File: src/rtl/g711_pkg.sv
package g711_pkg;
  typedef enum logic {LAW_MU = 1'b0, LAW_A = 1'b1} law_e;

  typedef struct packed {
    logic       neg;
    logic [2:0] seg;
    logic [3:0] mant;
  } g711_code_t;

  localparam int unsigned MU_BIAS  = 33;
  localparam int unsigned MU_CLIP  = 8158;
  localparam logic [7:0]  MU_INV   = 8'hFF;
  localparam logic [7:0]  A_INV    = 8'h55;
  localparam int unsigned CODE_W   = 8;
  localparam int unsigned MU_IN_W  = 14;
  localparam int unsigned A_IN_W   = 13;
  localparam int unsigned DEC_W    = 16;
endpackage

File: src/rtl/g711_enc.sv
module g711_enc
  import g711_pkg::*;
(
  input  logic                law_i,
  input  logic [MU_IN_W-1:0]  smp_i,
  output logic [CODE_W-1:0]   code_o
);
  logic [MU_IN_W-1:0] mu_mag;
  logic [12:0]        mu_b;
  logic [12:0]        mu_sh;
  g711_code_t         mu_c;

  logic [A_IN_W-1:0]  a_x;
  logic [11:0]        a_mag;
  logic [11:0]        a_sh;
  g711_code_t         a_c;

  // mu-law: biased magnitude, segment = highest set bit above bit 4
  always_comb begin
    mu_mag = smp_i[MU_IN_W-1] ? (~smp_i + 1'b1) : smp_i;
    if (mu_mag > MU_IN_W'(MU_CLIP)) mu_mag = MU_IN_W'(MU_CLIP);
    mu_b = mu_mag[12:0] + 13'(MU_BIAS);
    mu_c.neg = smp_i[MU_IN_W-1];
    mu_c.seg = '0;
    for (int i = 0; i < 8; i++)
      if (mu_b[i+5]) mu_c.seg = 3'(i);
    mu_sh = mu_b >> (mu_c.seg + 4'd1);
    mu_c.mant = mu_sh[3:0];
  end

  // A-law: ones-complement magnitude, segments 0 and 1 share the step
  always_comb begin
    a_x   = smp_i[MU_IN_W-1:1];
    a_mag = a_x[A_IN_W-1] ? ~a_x[11:0] : a_x[11:0];
    a_c.neg = ~a_x[A_IN_W-1];
    a_c.seg = '0;
    for (int i = 1; i < 8; i++)
      if (a_mag[i+4]) a_c.seg = 3'(i);
    a_sh = (a_c.seg == 3'd0) ? (a_mag >> 1) : (a_mag >> a_c.seg);
    a_c.mant = a_sh[3:0];
  end

  always_comb begin
    if (law_e'(law_i) == LAW_A) code_o = a_c ^ A_INV;
    else                        code_o = mu_c ^ MU_INV;
  end
endmodule

File: src/rtl/g711_dec.sv
module g711_dec
  import g711_pkg::*;
(
  input  logic                     law_i,
  input  logic [CODE_W-1:0]        code_i,
  output logic signed [DEC_W-1:0]  lin_o
);
  g711_code_t  mu_u, a_u;
  logic [16:0] mu_t, a_t;
  logic [15:0] mu_v, a_v;

  always_comb begin
    mu_u = ~code_i;
    mu_t = (17'({mu_u.mant, 3'b000}) + 17'd132) << mu_u.seg;
    mu_v = 16'(mu_t - 17'd132);

    a_u = code_i ^ A_INV;
    if (a_u.seg == 3'd0)
      a_t = 17'({a_u.mant, 4'b0000}) + 17'd8;
    else
      a_t = (17'({a_u.mant, 4'b0000}) + 17'd264) << (a_u.seg - 3'd1);
    a_v = a_t[15:0];

    if (law_e'(law_i) == LAW_A)
      lin_o = a_u.neg ? $signed(a_v) : -$signed(a_v);
    else
      lin_o = mu_u.neg ? -$signed(mu_v) : $signed(mu_v);
  end
endmodule

File: src/rtl/g711_stage.sv
module g711_stage #(
  parameter int unsigned W = 16
) (
  input  logic         clk_i,
  input  logic         rst_ni,
  input  logic         valid_i,
  input  logic [W-1:0] data_i,
  output logic         valid_o,
  output logic [W-1:0] data_o
);
  always_ff @(posedge clk_i or negedge rst_ni) begin
    if (!rst_ni) begin
      valid_o <= 1'b0;
      data_o  <= '0;
    end else begin
      valid_o <= valid_i;
      if (valid_i) data_o <= data_i;
    end
  end
endmodule

File: src/rtl/g711_codec.sv
module g711_codec
  import g711_pkg::*;
#(
  parameter int unsigned SAMPLE_W = 16
) (
  input  logic                clk_i,
  input  logic                rst_ni,
  input  logic                cmp_en_i,
  input  logic                law_sel_i,
  input  logic                tx_valid_i,
  input  logic [SAMPLE_W-1:0] tx_lin_i,
  output logic                tx_valid_o,
  output logic [SAMPLE_W-1:0] tx_word_o,
  input  logic                rx_valid_i,
  input  logic [SAMPLE_W-1:0] rx_word_i,
  output logic                rx_valid_o,
  output logic [SAMPLE_W-1:0] rx_lin_o
);
  localparam int unsigned PAD_W   = SAMPLE_W - CODE_W;
  localparam int unsigned SCALE_W = SAMPLE_W - DEC_W;

  logic [CODE_W-1:0]       tx_code;
  logic signed [DEC_W-1:0] rx_lin16;
  logic [SAMPLE_W-1:0]     tx_next, rx_next, rx_scaled;

  g711_enc u_enc (
    .law_i  (law_sel_i),
    .smp_i  (tx_lin_i[SAMPLE_W-1 -: MU_IN_W]),
    .code_o (tx_code)
  );

  g711_dec u_dec (
    .law_i  (law_sel_i),
    .code_i (rx_word_i[SAMPLE_W-1 -: CODE_W]),
    .lin_o  (rx_lin16)
  );

  assign rx_scaled = SAMPLE_W'($signed(rx_lin16)) << SCALE_W;
  assign tx_next   = cmp_en_i ? {tx_code, {PAD_W{1'b0}}} : tx_lin_i;
  assign rx_next   = cmp_en_i ? rx_scaled : rx_word_i;

  g711_stage #(.W(SAMPLE_W)) u_tx_stage (
    .clk_i, .rst_ni,
    .valid_i (tx_valid_i), .data_i (tx_next),
    .valid_o (tx_valid_o), .data_o (tx_word_o)
  );

  g711_stage #(.W(SAMPLE_W)) u_rx_stage (
    .clk_i, .rst_ni,
    .valid_i (rx_valid_i), .data_i (rx_next),
    .valid_o (rx_valid_o), .data_o (rx_lin_o)
  );
endmodule

File: config.mk
export PLATFORM = sky130hd
export DESIGN_NAME = g711_codec
export DESIGN_NICKNAME = d
export VERILOG_FILES = /design/src/rtl/g711_pkg.sv /design/src/rtl/g711_enc.sv /design/src/rtl/g711_dec.sv /design/src/rtl/g711_stage.sv /design/src/rtl/g711_codec.sv
export SDC_FILE = /design/constraint.sdc
export NUM_CORES = 1
export LEC_CHECK = 0
export BUFFER_PORTS_ARGS = -buffer_cell sky130_fd_sc_hd__buf_2
export CORE_MARGIN = 5
export CORE_UTILIZATION = 46
export CTS_BUF_LIST = sky130_fd_sc_hd__clkbuf_8
export DETAILED_ROUTE_END_ITERATION = 7
export MAX_ROUTING_LAYER = met4
export PLACE_DENSITY = 0.64
export RECOVER_POWER = 100
export SYNTH_ARGS = -nofsm -noshare
export SYNTH_HDL_FRONTEND = slang
export SYNTH_SLANG_ARGS = --single-unit
File: constraint.sdc
create_clock -name clk_i -period 2.1 [get_ports clk_i]
set_clock_uncertainty 0.05 [all_clocks]
set_input_delay 0.315 -clock clk_i [delete_from_list [all_inputs] [get_ports clk_i]]
set_output_delay 0.315 -clock clk_i [all_outputs]
set_load 0.005 [all_outputs]
* After elaboration in Yosys (flattened, before gate mapping)
Index checks and enable logic that the tools add are counted.
Storage, ports and cells: flip-flop bits (word level) 34, latch bits 0, memory bits (writable) 0, ROM bits 0, input port bits 38, output and inout bits 34, word-level logic and storage cells 53, memories kept 0
Operators by class: add/subtract/negate cells 10, $mul 0, div/mod/pow operators 0, order comparisons 1, eq/ne operators 0, shift operators 4, muxes and demuxes 25, bitwise operators 7, reductions and logical operators 2
Operators by type and width (count):
- $mux W16 | 6
- $shl A17 B3 Y16 | 2
- $neg A16 Y16 | 2
- $mux W3 | 10
- $not A8 Y8 | 2
- $sub A16 B8 Y16 const B | 1
- $add A14 B1 Y14 const B | 1
- $gt A14 B13 Y1 const B | 1
- $mux W14 | 1
- $not A14 Y14 | 1
- $add A13 B6 Y13 const B | 1
- $mux W13 | 1
- $shr A13 B4 Y4 | 1
- $mux W12 | 1
- $not A12 Y12 | 1
- $shr A12 B3 Y4 | 1
- $add A8 B9 Y10 const B | 1
- $add A7 B8 Y9 const B | 1
- $add A8 B4 Y9 const B | 1
- $mux W8 | 1
- $not A4 Y4 | 2
- $logic_not A3 Y1 | 2
- $add A3 B1 Y4 const B | 1
- $mux W2 | 2
- other kinds (4) | 5

* Logic depth before layout (Yosys ltp)
Gate-level depths: netlist (run 1).
depth in word-level cells 18, gate-level depth with buffers 22, depth with buffers taken out 19

* Cells and area by module
From an unflattened synthesis (run 1), not the netlist that was laid out.
Unflattened totals: cell total of the unflattened synthesis 721, area total of the unflattened synthesis 5801.8 um^2
Modules (own cells, without submodules):
- g711_enc | instances 1, cells each 302, area each 2055.7 um^2, seq. area each 0.0 um^2
- g711_dec | instances 1, cells each 314, area each 2043.2 um^2, seq. area each 0.0 um^2
- g711_stage | instances 2, cells each 35, area each 674.4 um^2, seq. area each 425.4 um^2
- g711_codec | instances 1, cells each 35, area each 354.1 um^2, seq. area each 0.0 um^2

* Worst setup path before layout (run 1)
OpenSTA, ideal clock, no wires.
path kind input port to flip-flop, start input tx_lin_i[5], end register u_tx_stage.data_o[9], library setup time 67 ps, arrival time 4817 ps, data required time 1983 ps, setup slack -2835 ps, stages on the path 20, buffers on the path 3, cells stage by stage clkbuf_1 -> or4_4 -> o41ai_4 -> xor2_2 -> a211o_2 -> o21ai_0 -> nor2_1 -> ha_1 -> clkbuf_2 -> inv_1 -> o21ai_1 -> and3_1 -> a211o_1 -> nor2_2 -> a221oi_2 -> or3_1 -> buf_2 -> mux2_4 -> a221oi_2 -> o41a_1
On the way: longest elaborated chain between the ends 18, elaborated cells between the ends (all ways) 22, those cells by class add/sub: 3; order compare: 1; shift: 2; mux: 13; bitwise: 3
RTL lines:
- from (decl) | RTL line g711_codec.sv:11 | input logic [SAMPLE_W-1:0] tx_lin_i,
- $not A14 Y14 | RTL line g711_enc.sv:20 | mu_mag = smp_i[MU_IN_W-1] ? (~smp_i + 1'b1) : smp_i;
- $add A14 B1 Y14 | RTL line g711_enc.sv:20
- $mux W14 | RTL line g711_enc.sv:20
- $gt A14 B13 Y1 | RTL line g711_enc.sv:21 | if (mu_mag > MU_IN_W'(MU_CLIP)) mu_mag = MU_IN_W'(MU_CLIP);
- $mux W13 | RTL line g711_enc.sv:21
- $add A13 B6 Y13 | RTL line g711_enc.sv:22 | mu_b = mu_mag[12:0] + 13'(MU_BIAS);
- $mux W1 | RTL line g711_enc.sv:26 | if (mu_b[i+5]) mu_c.seg = 3'(i);
- $mux W3 (6 in a row) | RTL line g711_enc.sv:26
- $add A3 B1 Y4 | RTL line g711_enc.sv:27 | mu_sh = mu_b >> (mu_c.seg + 4'd1);
- $shr A13 B4 Y4 | RTL line g711_enc.sv:27
- $not A8 Y8 (no line)
- $mux W8 * | RTL line g711_enc.sv:44 | if (law_e'(law_i) == LAW_A) code_o = a_c ^ A_INV;
- $mux W16 * | RTL line g711_codec.sv:39 | assign tx_next = cmp_en_i ? {tx_code, {PAD_W{1'b0}}} : tx_lin_i;
- to (signal assigned) | RTL line g711_stage.sv:17 | if (valid_i) data_o <= data_i;
- to (decl) | RTL line g711_stage.sv:9 | output logic [W-1:0] data_o
Every way passes the cells marked *; elsewhere a longest branch is shown, timed or not. A chain may end at the register's enable or synchronous reset.

* Worst setup path in the final report (run 1)
start input tx_lin_i[11], end register u_tx_stage.data_o[9]
The elaborated chain is that of the path after synthesis.

==> results of run 1 <==
==> critical path, delay by kind of cell <==
kind,cells,cell delay [ns]
buffers and inverters,2,0.16
AND/OR/NAND/NOR,5,1.34
AO/OA/AOI/OAI,8,1.72
XOR/XNOR,1,0.18
adder cells (fa/ha/maj),1,0.21
multiplexers,1,0.31
==> cell families after synthesis <==
family                   after synthesis
multiplexers                          26
buffers and inverters                 85
AND/OR/NAND/NOR                      265
AO/OA/AOI/OAI                        234
adder cells (fa/ha/maj)               12
XOR/XNOR                              44
flip-flops                            34
==> layout make-up <==
cell class,count,area (um^2),area share [%]
clock buffer,5,68.8,0.839
clock inverter,3,40.0,0.488
inverter,34,148,1.80
multi-input combinational,581,4620,56.3
sequential,34,851,10.4
tap,140,175,2.13
timing repair buffer,316,2300,28.1
==> stage by stage <==
stage | power, mW | setup slack, ns | cells | TNS (ns) | hold WS, ns
after floorplan | 1.90 | -2.42 | 700 | -24.75 | -0.0306
after global placement | 2.68 | -2.22 | 1067 | -25.48 | 0.376
after detailed placement | 2.72 | -2.36 | 1067 | -26.92 | 0.377
after CTS | 3.53 | -1.87 | 1098 | -18.01 | 0.0638
after global routing | 3.94 | -2.12 | 1113 | -22.69 | 0.146
final | 3.73 | -1.97 | 1113 | -19.92 | 0.0760
==> registers in the layout, indices dropped and copies added, names as in the netlist <==
register,cells
u_rx_stage.data_o,16
u_rx_stage.valid_o,1
u_tx_stage.valid_o,1
u_tx_stage.data_o,16
==> worst min path at each step <==
stage | to | cells after the start | from | slack, ns
final | u_rx_stage.data_o[9] | 1 | rst_ni | 0.08
after global routing | u_rx_stage.data_o[12] | 1 | rst_ni | 0.15
after CTS | u_rx_stage.data_o[12] | 1 | rst_ni | 0.06
after detailed placement | u_rx_stage.data_o[12] | 1 | rst_ni | 0.38
after global placement | u_tx_stage.data_o[7] | 1 | rst_ni | 0.38
after floorplan | u_rx_stage.data_o[0] | 0 | rst_ni | -0.03
==> where the power goes <==
part	leakage, nW	total, mW	internal, mW	switching (mW)
Clock	0.0579	0.605	0.349	0.256
Combinational	3.11	2.34	1.15	1.19
Sequential	0.405	0.786	0.734	0.0524
==> what timing repair did <==
| item | in CTS | in global routing |
|---|---|---|
| setup endpoints to repair | 19 | 19 |
| setup buffers | 24 | 19 |
| cloned | 0 | 1 |
| pin swaps | 42 | 50 |
| resized for setup | 82 | 64 |
==> metal layers <==
| metal | share of wire [%] | GRT usage [%] | routed length, um |
|---|---|---|---|
| met3 | 4.6 | 3.26 | 952 |
| met1 | 37 | 32.9 | 7630 |
| met4 | 6.6 | 14.9 | 1360 |
| met5 | 0 | - | 0 |
| met2 | 51 | 55.9 | 10500 |
==> synthesized netlist by cell type, types with 14 or more instances <==
| library cell | n | area share, % |
|---|---|---|
| o211ai_1 | 21 | 3.1 |
| dfrtp_1 | 34 | 17 |
| nand2b_1 | 14 | 1.7 |
| inv_1 | 33 | 2.4 |
| clkbuf_1 | 38 | 2.8 |
| nor3_1 | 17 | 1.7 |
| mux2i_1 | 15 | 3.0 |
| nand2_1 | 63 | 4.7 |
| nor2_1 | 82 | 6.1 |
| nand3_1 | 17 | 1.7 |
| xnor2_1 | 30 | 5.2 |
| a21oi_1 | 60 | 5.9 |
| o21ai_0 | 41 | 4.0 |
==> out/metrics.yaml, run 1 <==
run_status:
  status: "complete, but fails checks"
  violations: "setup timing"
synth:
  synth_area_um2: 5080
  ys_seq_area_share_pct: 16.7
  synthAdderAreaFrac_pct: 2.95
  async_flop_share_pct: 100
  synth_cells: 700
  synth_xor_area_share_pct: 8.62
  synth_top_family_by_area: "compound AO/OA/AOI/OAI gates"
  syn_area_per_cell_um2: 7.26
  synthMuxAreaShare_pct: 5.91
  synth_fp_nets: 750
  synth-edff-count: 0
  synth_warnings: 0
  synth-compound-area-share_pct: 32.8
  yosys.area_share.simple_pct: 26.1
  yosys_most_used_dff: "dfrtp_1"
  ys_ff_latch: 34
  synth_cell_type_count: 93
clocking:
  cts.sinks: 34
  cts_buffer_depth: 2
  numCtsBuffers: 5
  clockRootBuffer: "clkbuf_8"
  ctsHoldBuffers: 0
  insertion_delay_ns: 0.29
  cts.htree.levels: 2
  clk_pin_slew_ns: 0.07
  cts_tree: "done"
placed_design:
  place_area_um2: 7170
  io_buffers: 71
  hpwl_um: 15200
  routabilityCongestion: 1.03
global_route:
  grt.total_usage_pct: 30.7
  grt_max_degree: 35
  overflow: 0
  grt_pass1_vias: 6599
  grt_pass1_wl_um: 32100
  antenna_found_initial: 0
routing:
  num_vias: 6628
  routed_wl_um: 20500
  vias_per_cell: 5.96
  wire_per_inst_um: 18.4
  drtIter0Drc: 571
  drc: 0
  first_pass_iters: 6
  ant_nets: 0
finish:
  post-route-util_pct: 75.7
  diodes: 0
  mostFrequentLayoutCells: "buf_4 (219), nor2_1 (79), nand2_1 (59)"
  nets: 1022
  n_fill_cell: 808
  area_growth_pct: 61.5
  stdcell_area_um2: 8210
  mostFrequentLayoutCell: "buf_4"
  drive_gt1_share_pct: 44.2
floorplanning:
  die_h_um: 115
  die_area_um2: 13300
  num_rows: 38
  start_util_pct: 46.9
  top_level_ports: 72
  core_area_um2: 10800
  die_x_um: 115
timing:
  hold_violations: 0
  rsz0062_at_grt: "yes"
  setup_viol: 19
  relSlewSlack_pct: 18.7
  fmax_ghz: 0.246
  drv_slew: 0
  fin_crit_ns: 4.07
  setup_ws_ns: -1.97
  worst_pin_slew_ns: 1.22
  fin_crit_sh_pct: 194
power:
  peakVddDrop_v: 0.000429
  pwr_density_cell_nw_per_um2: 454
  leakage_nw: 3.57
worst_setup_path:
  r2r_slack_ns: 1.13
  critPathMaxStageDelay_ns: 0.57
  start_kind: "input port"
  crit_chain: "buf_6 > or4_4 > o41ai_4 > xor2_2 > a211o_2 > o21ai_2 > nor2_1 > ha_2 > clkinv_4 > o21ai_2 > and3_1 > a211o_1 > nor2_2 > a221oi_2 > or3_4 > mux2_4 > a221oi_2 > o41a_1"
  r2r_start: "u_tx_stage.data_o[9]"
  cp_max_fo: 5
  required_ns: 2.28
  cp-end-kind: "flip-flop"
  ff2ff_path_depth: 3
  slowest_stage: "or4_4"
  crit_start: "tx_lin_i[11]"
  reg2reg_to: "u_tx_stage.data_o[9]"
  crit_path_end: "u_tx_stage.data_o[9]"
  worst-setup-path-type: "in -> reg"
  arrival_ns: 4.25
worst_hold_path:
  hold_path_class: "in -> async"
job:
  maxCapViolations: 0
No activity file was read; power rests on OpenSTA's default activity.
==> inputs of run 2 (changes only) <==
- RECOVER_POWER: 100 -> unset
==> out/metrics.yaml, run 2 (synthesis results as in run 1) <==
finish:
  mostFrequentLayoutCells: "buf_4 (221), nor2_1 (79), buf_2 (64)"
  area_growth_pct: 62.3
  nets: 1022  # unchanged
  top_regs: "u_rx_stage.data_o: 16 flops, u_tx_stage.data_o: 16 flops"
  post-route-util_pct: 76.1  # +0.38 points
  mostFrequentLayoutCell: "buf_4"
  diodes: 0  # unchanged
  drive_gt1_share_pct: 47.4  # +3.2 points
  fin_cells: 1113  # unchanged
worst_setup_path:
  r2r_slack_ns: 1.15  # +0.02 ns
  arrival_ns: 4.24  # about the same
  cp-end-kind: "flip-flop"
  worst-setup-path-type: "in -> reg"
  required_ns: 2.28  # about the same
  crit_chain: "buf_6 > or4_4 > o41ai_4 > xor2_2 > a211o_2 > o21ai_2 > nor2_1 > ha_2 > clkinv_4 > o21ai_2 > and3_1 > a211o_1 > nor2_2 > a221oi_2 > or3_4 > mux2_4 > a221oi_2 > o41a_1"
  critPathMaxStageDelay_ns: 0.57  # about the same
  r2r_start: "u_tx_stage.data_o[9]"
  slowest_stage: "or4_4"
  reg2reg_to: "u_tx_stage.data_o[9]"
  cp_top_family: "compound AO/OA/AOI/OAI gates"
  cp_num_cells: 18  # unchanged
  cp_max_fo: 5  # unchanged
  path_buf_inv: 2  # unchanged
  ff2ff_path_depth: 3  # unchanged
  start_kind: "input port"
routing:
  vias_per_cell: 5.94  # -0.20%
  num_vias: 6615  # -0.20%
  routed_wl_um: 20400  # -0.33%
  wire_per_inst_um: 18.3  # -0.33%
  drtIter0Drc: 667  # +17%
  ant_nets: 0  # unchanged
  drc: 0  # unchanged
  first_pass_iters: 6  # unchanged
floorplanning:
  die_area_um2: 13300  # unchanged
  num_rows: 38  # unchanged
  die_x_um: 115  # unchanged
  start_util_pct: 46.9  # unchanged
  top_level_ports: 72  # unchanged
  core_area_um2: 10800  # unchanged
  die_h_um: 115  # unchanged
timing:
  drv_slew: 0  # unchanged
  setup_ws_ns: -1.96  # +0.0111 ns
  relSlewSlack_pct: 48.7  # +30 points
  rsz0062_at_grt: "yes"
  setup_viol: 19  # unchanged
  hold_violations: 0  # unchanged
  worst_pin_slew_ns: 0.769  # -0.450 ns
  fin_crit_ns: 4.06  # -0.0111 ns
  holdWs_ns: 0.0442  # -0.0318 ns
  fin_crit_sh_pct: 193  # -0.53 points
  fmax_ghz: 0.246  # +0.27%
  fin_tns_setup_ns: -19.59  # +0.329 ns
global_route:
  antenna_found_initial: 0  # unchanged
  grt_pass1_vias: 6599  # unchanged
  overflow: 0  # unchanged
  grt_pass1_wl_um: 32100  # unchanged
  grt_max_degree: 35  # unchanged
  grt.total_usage_pct: 30.7  # unchanged
clocking:
  clk_pin_slew_ns: 0.07  # about the same
  cts.sinks: 34  # unchanged
  numCtsBuffers: 5  # unchanged
  cts.htree.levels: 2  # unchanged
  clockRootBuffer: "clkbuf_8"
  cts_buffer_depth: 2  # unchanged
  insertion_delay_ns: 0.29  # about the same
  cts_tree: "done"
power:
  p_clk_share_pct: 16.2  # about the same
  total_power_mw: 3.74  # +0.36%
  seq_power_share_pct: 20.9  # -0.2 points
  leakage_nw: 3.67  # +2.6%
  pwr_density_cell_nw_per_um2: 454  # -0.14%
  swShare_pct: 39.9  # -0.27 points
  p_sw_mw: 1.49  # -0.30%
  pwr-share-comb_pct: 62.9  # +0.2 points
  p_int_mw: 2.25  # +0.81%
  peakVddDrop_v: 0.000433  # +0.98%
worst_hold_path:
  hold_path_class: "in -> async"
placed_design:
  placed_cells: 1067  # unchanged
  io_buffers: 71  # unchanged
  routabilityCongestion: 1.03  # unchanged
  hpwl_um: 15200  # unchanged
run_status:
  violations: "setup timing"
  status: "complete, but fails checks"
job:
  maxCapViolations: 0  # unchanged
-- run 2: cell type report --
cell class | instances | area, um^2
multi-input cells | 581 | 4620
fillers | 784 | 2590
repair buffers | 316 | 2340
flip-flops and latches | 34 | 851
well taps | 140 | 175
inverters | 34 | 148
clock buffers | 5 | 68.8
clock inverters | 3 | 40.0
-- run 2: worst register-to-register path: stages (launching register included) --
cell and delay (ns):
dfrtp_1 0.39, nor2_1 0.06, a221oi_2 0.20, o41a_1 0.18
-- run 2: timing repair --
action	in CTS	in global routing
gates resized for setup	82	64
pin swaps	42	50
endpoints found under the setup margin	19	19
endpoints found under the hold margin	0	0
hold buffers	0	0
cloned	0	1
setup buffers	24	19
-- run 2: per-stage QoR --
step	worst slack (ns)	cell area (um^2)
finish	-1.96	8250
global route	-2.12	8250
CTS	-1.87	7830
detailed placement	-2.36	7170
global placement	-2.22	7170
floorplan	-2.42	5440
-- run 2: routing by layer --
metal	share of wire [%]	GRT usage, %	up-vias
met5	0	-	-
met4	6.7	14.9	0
met3	4.8	3.26	106
met2	52	55.9	279
met1	37	32.9	3130
li1	-	-	3100
-- run 2: worst max path at each step --
stage / to / startpoint / slack (ns)
after floorplan: u_tx_stage.data_o[9] / tx_lin_i[4] / -2.42
after global placement: u_tx_stage.data_o[9] / tx_lin_i[2] / -2.22
after detailed placement: u_tx_stage.data_o[9] / tx_lin_i[2] / -2.36
after CTS: u_tx_stage.data_o[9] / tx_lin_i[4] / -1.87
after global routing: u_tx_stage.data_o[9] / tx_lin_i[3] / -2.12
final: u_tx_stage.data_o[9] / tx_lin_i[11] / -1.96
-- run 2: power by group through the flow --
stage | clock [mW] | combinational [mW] | sequential [mW]
final | 0.606 | 2.35 | 0.783
after global routing | 0.634 | 2.52 | 0.793
after floorplan | 0 | 1.11 | 0.793
after CTS | 0.608 | 2.14 | 0.783
after global placement | 0 | 1.88 | 0.792
after detailed placement | 0 | 1.93 | 0.794
==> inputs of run 3 (changes only) <==
- HOLD_SLACK_MARGIN: unset -> 0.12
- SETUP_SLACK_MARGIN: unset -> 0.1
- clock period: 2.1 -> 4.2 ns (I/O delays scaled with it)
==> out/metrics.yaml, run 3 (synthesis results as in run 1) <==
routing:
  wire_per_inst_um: 18.2  # -0.79%
  routed_wl_um: 18100  # -11%
  drc: 0  # unchanged
  ant_nets: 0  # unchanged
  first_pass_iters: 5  # -1
  vias_per_cell: 6.08  # +2.2%
  num_vias: 6045  # -8.6%
  drtIter0Drc: 458  # -31%
global_route:
  grt_pass1_vias: 5926  # -10%
  overflow: 0  # unchanged
  antenna_found_initial: 0  # unchanged
  grt_pass1_wl_um: 28800  # -10%
  grt_max_degree: 47  # +34%
  grt.total_usage_pct: 27.3  # -3.4 points
placed_design:
  place_ws_ns: -0.514  # +1.84 ns
  routabilityCongestion: 1.04  # about the same
  place_area_um2: 6220  # -13%
  placed_cells: 967  # -9.4%
  io_buffers: 71  # unchanged
  hpwl_um: 13600  # -10%
timing:
  setup_ws_ns: -0.239  # +1.72 ns
  holdWs_ns: 0.362  # +0.318 ns
  worst_pin_slew_ns: 0.762  # -0.00713 ns
  fin_crit_ns: 4.44
  drv_slew: 0  # unchanged
  rsz0062_at_grt: "yes"
  setup_viol: 5  # -14
  hold_violations: 0  # unchanged
  fmax_ghz: 0.225
  relSlewSlack_pct: 49.2  # +0.48 points
  fin_tns_setup_ns: -0.737  # +18.85 ns
  fin_crit_sh_pct: 106
floorplanning:
  core_area_um2: 10800  # unchanged
  die_area_um2: 13300  # unchanged
  top_level_ports: 72  # unchanged
  die_x_um: 115  # unchanged
  num_rows: 38  # unchanged
  die_h_um: 115  # unchanged
  start_util_pct: 46.9  # unchanged
clocking:
  cts_tree: "done"
  clockRootBuffer: "clkbuf_8"
  numCtsBuffers: 5  # unchanged
  insertion_delay_ns: 0.28  # about the same
  clk_pin_slew_ns: 0.07  # about the same
  cts.htree.levels: 2  # unchanged
  cts_buffer_depth: 2  # unchanged
  cts.sinks: 34  # unchanged
worst_setup_path:
  crit_chain: "buf_6 > inv_4 > ha_4 > buf_6 > nor3b_1 > o211ai_1 > nand4b_1 > buf_4 > a211o_4 > o21ai_2 > nor2_1 > ha_2 > clkinv_4 > o21ai_2 > and3_1 > a211o_1 > nor2_2 > a221oi_2 > or3_4 > mux2_4 > a221oi_2 > o41a_1"
  slowest_stage: "or3_4"
  required_ns: 4.37  # +2.09 ns
  crit_start: "tx_lin_i[3]"
  r2r_slack_ns: 3.22  # +2.07 ns
  arrival_ns: 4.61  # +0.37 ns
  r2r_start: "u_tx_stage.data_o[9]"
  worst-setup-path-type: "in -> reg"
  cp_max_fo: 6  # +1
  start_kind: "input port"
  critPathMaxStageDelay_ns: 0.39  # -0.18 ns
  cp-end-kind: "flip-flop"
run_status:
  status: "complete, but fails checks"
  violations: "setup timing"
finish:
  drive_gt1_share_pct: 32.9  # -15 points
  area_growth_pct: 33.8
  post-route-util_pct: 62.7  # -13 points
  stdcell_area_um2: 6800  # -18%
  mostFrequentLayoutCell: "buf_4"
  nets: 905  # -11%
  mostFrequentLayoutCells: "buf_4 (116), nor2_1 (80), buf_2 (64)"
  diodes: 0  # unchanged
  top_regs: "u_rx_stage.data_o: 16 flops, u_tx_stage.data_o: 16 flops"
  fin_cells: 995  # -11%
power:
  leakage_nw: 2.95  # -20%
  peakVddDrop_v: 0.000227  # -48%
  pwr_density_cell_nw_per_um2: 235  # -48%
  total_power_mw: 1.60  # -57%
worst_hold_path:
  hold_path_class: "in -> async"
job:
  maxCapViolations: 0  # unchanged
[run 3: cell types whose count changed in the layout (fill, tap and decap cells not counted), moves of 4 or more]
cell / before / now
ha_4: 5 / 1
o21ai_1: 9 / 3
ha_1: 4 / 10
buf_6: 28 / 18
xnor2_1: 25 / 30
a21oi_1: 53 / 58
mux2_4: 6 / 1
xnor2_2: 4 / 0
o21ai_0: 30 / 39
mux2_2: 3 / 8
buf_4: 221 / 116
nand3_1: 12 / 16
[run 3: final timing paths]
kind,to,cells after the start
min in group clk_i,u_tx_stage.data_o[2],2
worst max register to register,u_tx_stage.data_o[9],3
worst min register to register,u_tx_stage.data_o[2],2
max in group asynchronous,u_rx_stage.data_o[12],1
worst max-delay path,u_tx_stage.data_o[9],22
worst min-delay path,u_tx_stage.valid_o,1
[run 3: area by class of cell]
cell class              instances  area, um^2
flip-flops and latches         34         851
repair buffers                199        1410
clock buffers                   6        82.6
fillers                       973        4040
well taps                     140         175
inverters                      34         138
clock inverters                 1        30.0
multi-input cells             581        4110
[run 3: repair_timing]
action	in CTS	in global routing
setup endpoints to repair	7	11
setup buffers	13	8
hold buffers	0	0
gates resized for setup	30	36
pin swaps	25	31
[run 3: worst max-delay path, delay by kind of cell]
family	cells	cell delay [ns]
compound gates	8	1.71
simple gates	6	1.08
buf+inv	5	0.51
fa+ha+maj	2	0.36
mux	1	0.31
[run 3: power by group]
| group | total, mW | leakage [nW] | internal (mW) | switching (mW) |
|---|---|---|---|---|
| Combinational | 0.900 | 2.48 | 0.403 | 0.497 |
| Clock | 0.305 | 0.0573 | 0.190 | 0.115 |
| Sequential | 0.391 | 0.405 | 0.367 | 0.0242 |
[run 3: metal layers]
metal	GRT usage, %	vias up	part of all wire, %
met2	49.5	234	52
met5	-	-	0
met4	10.5	0	3.8
met3	2.32	61	4.7
li1	-	2862	-
met1	30.9	2888	39
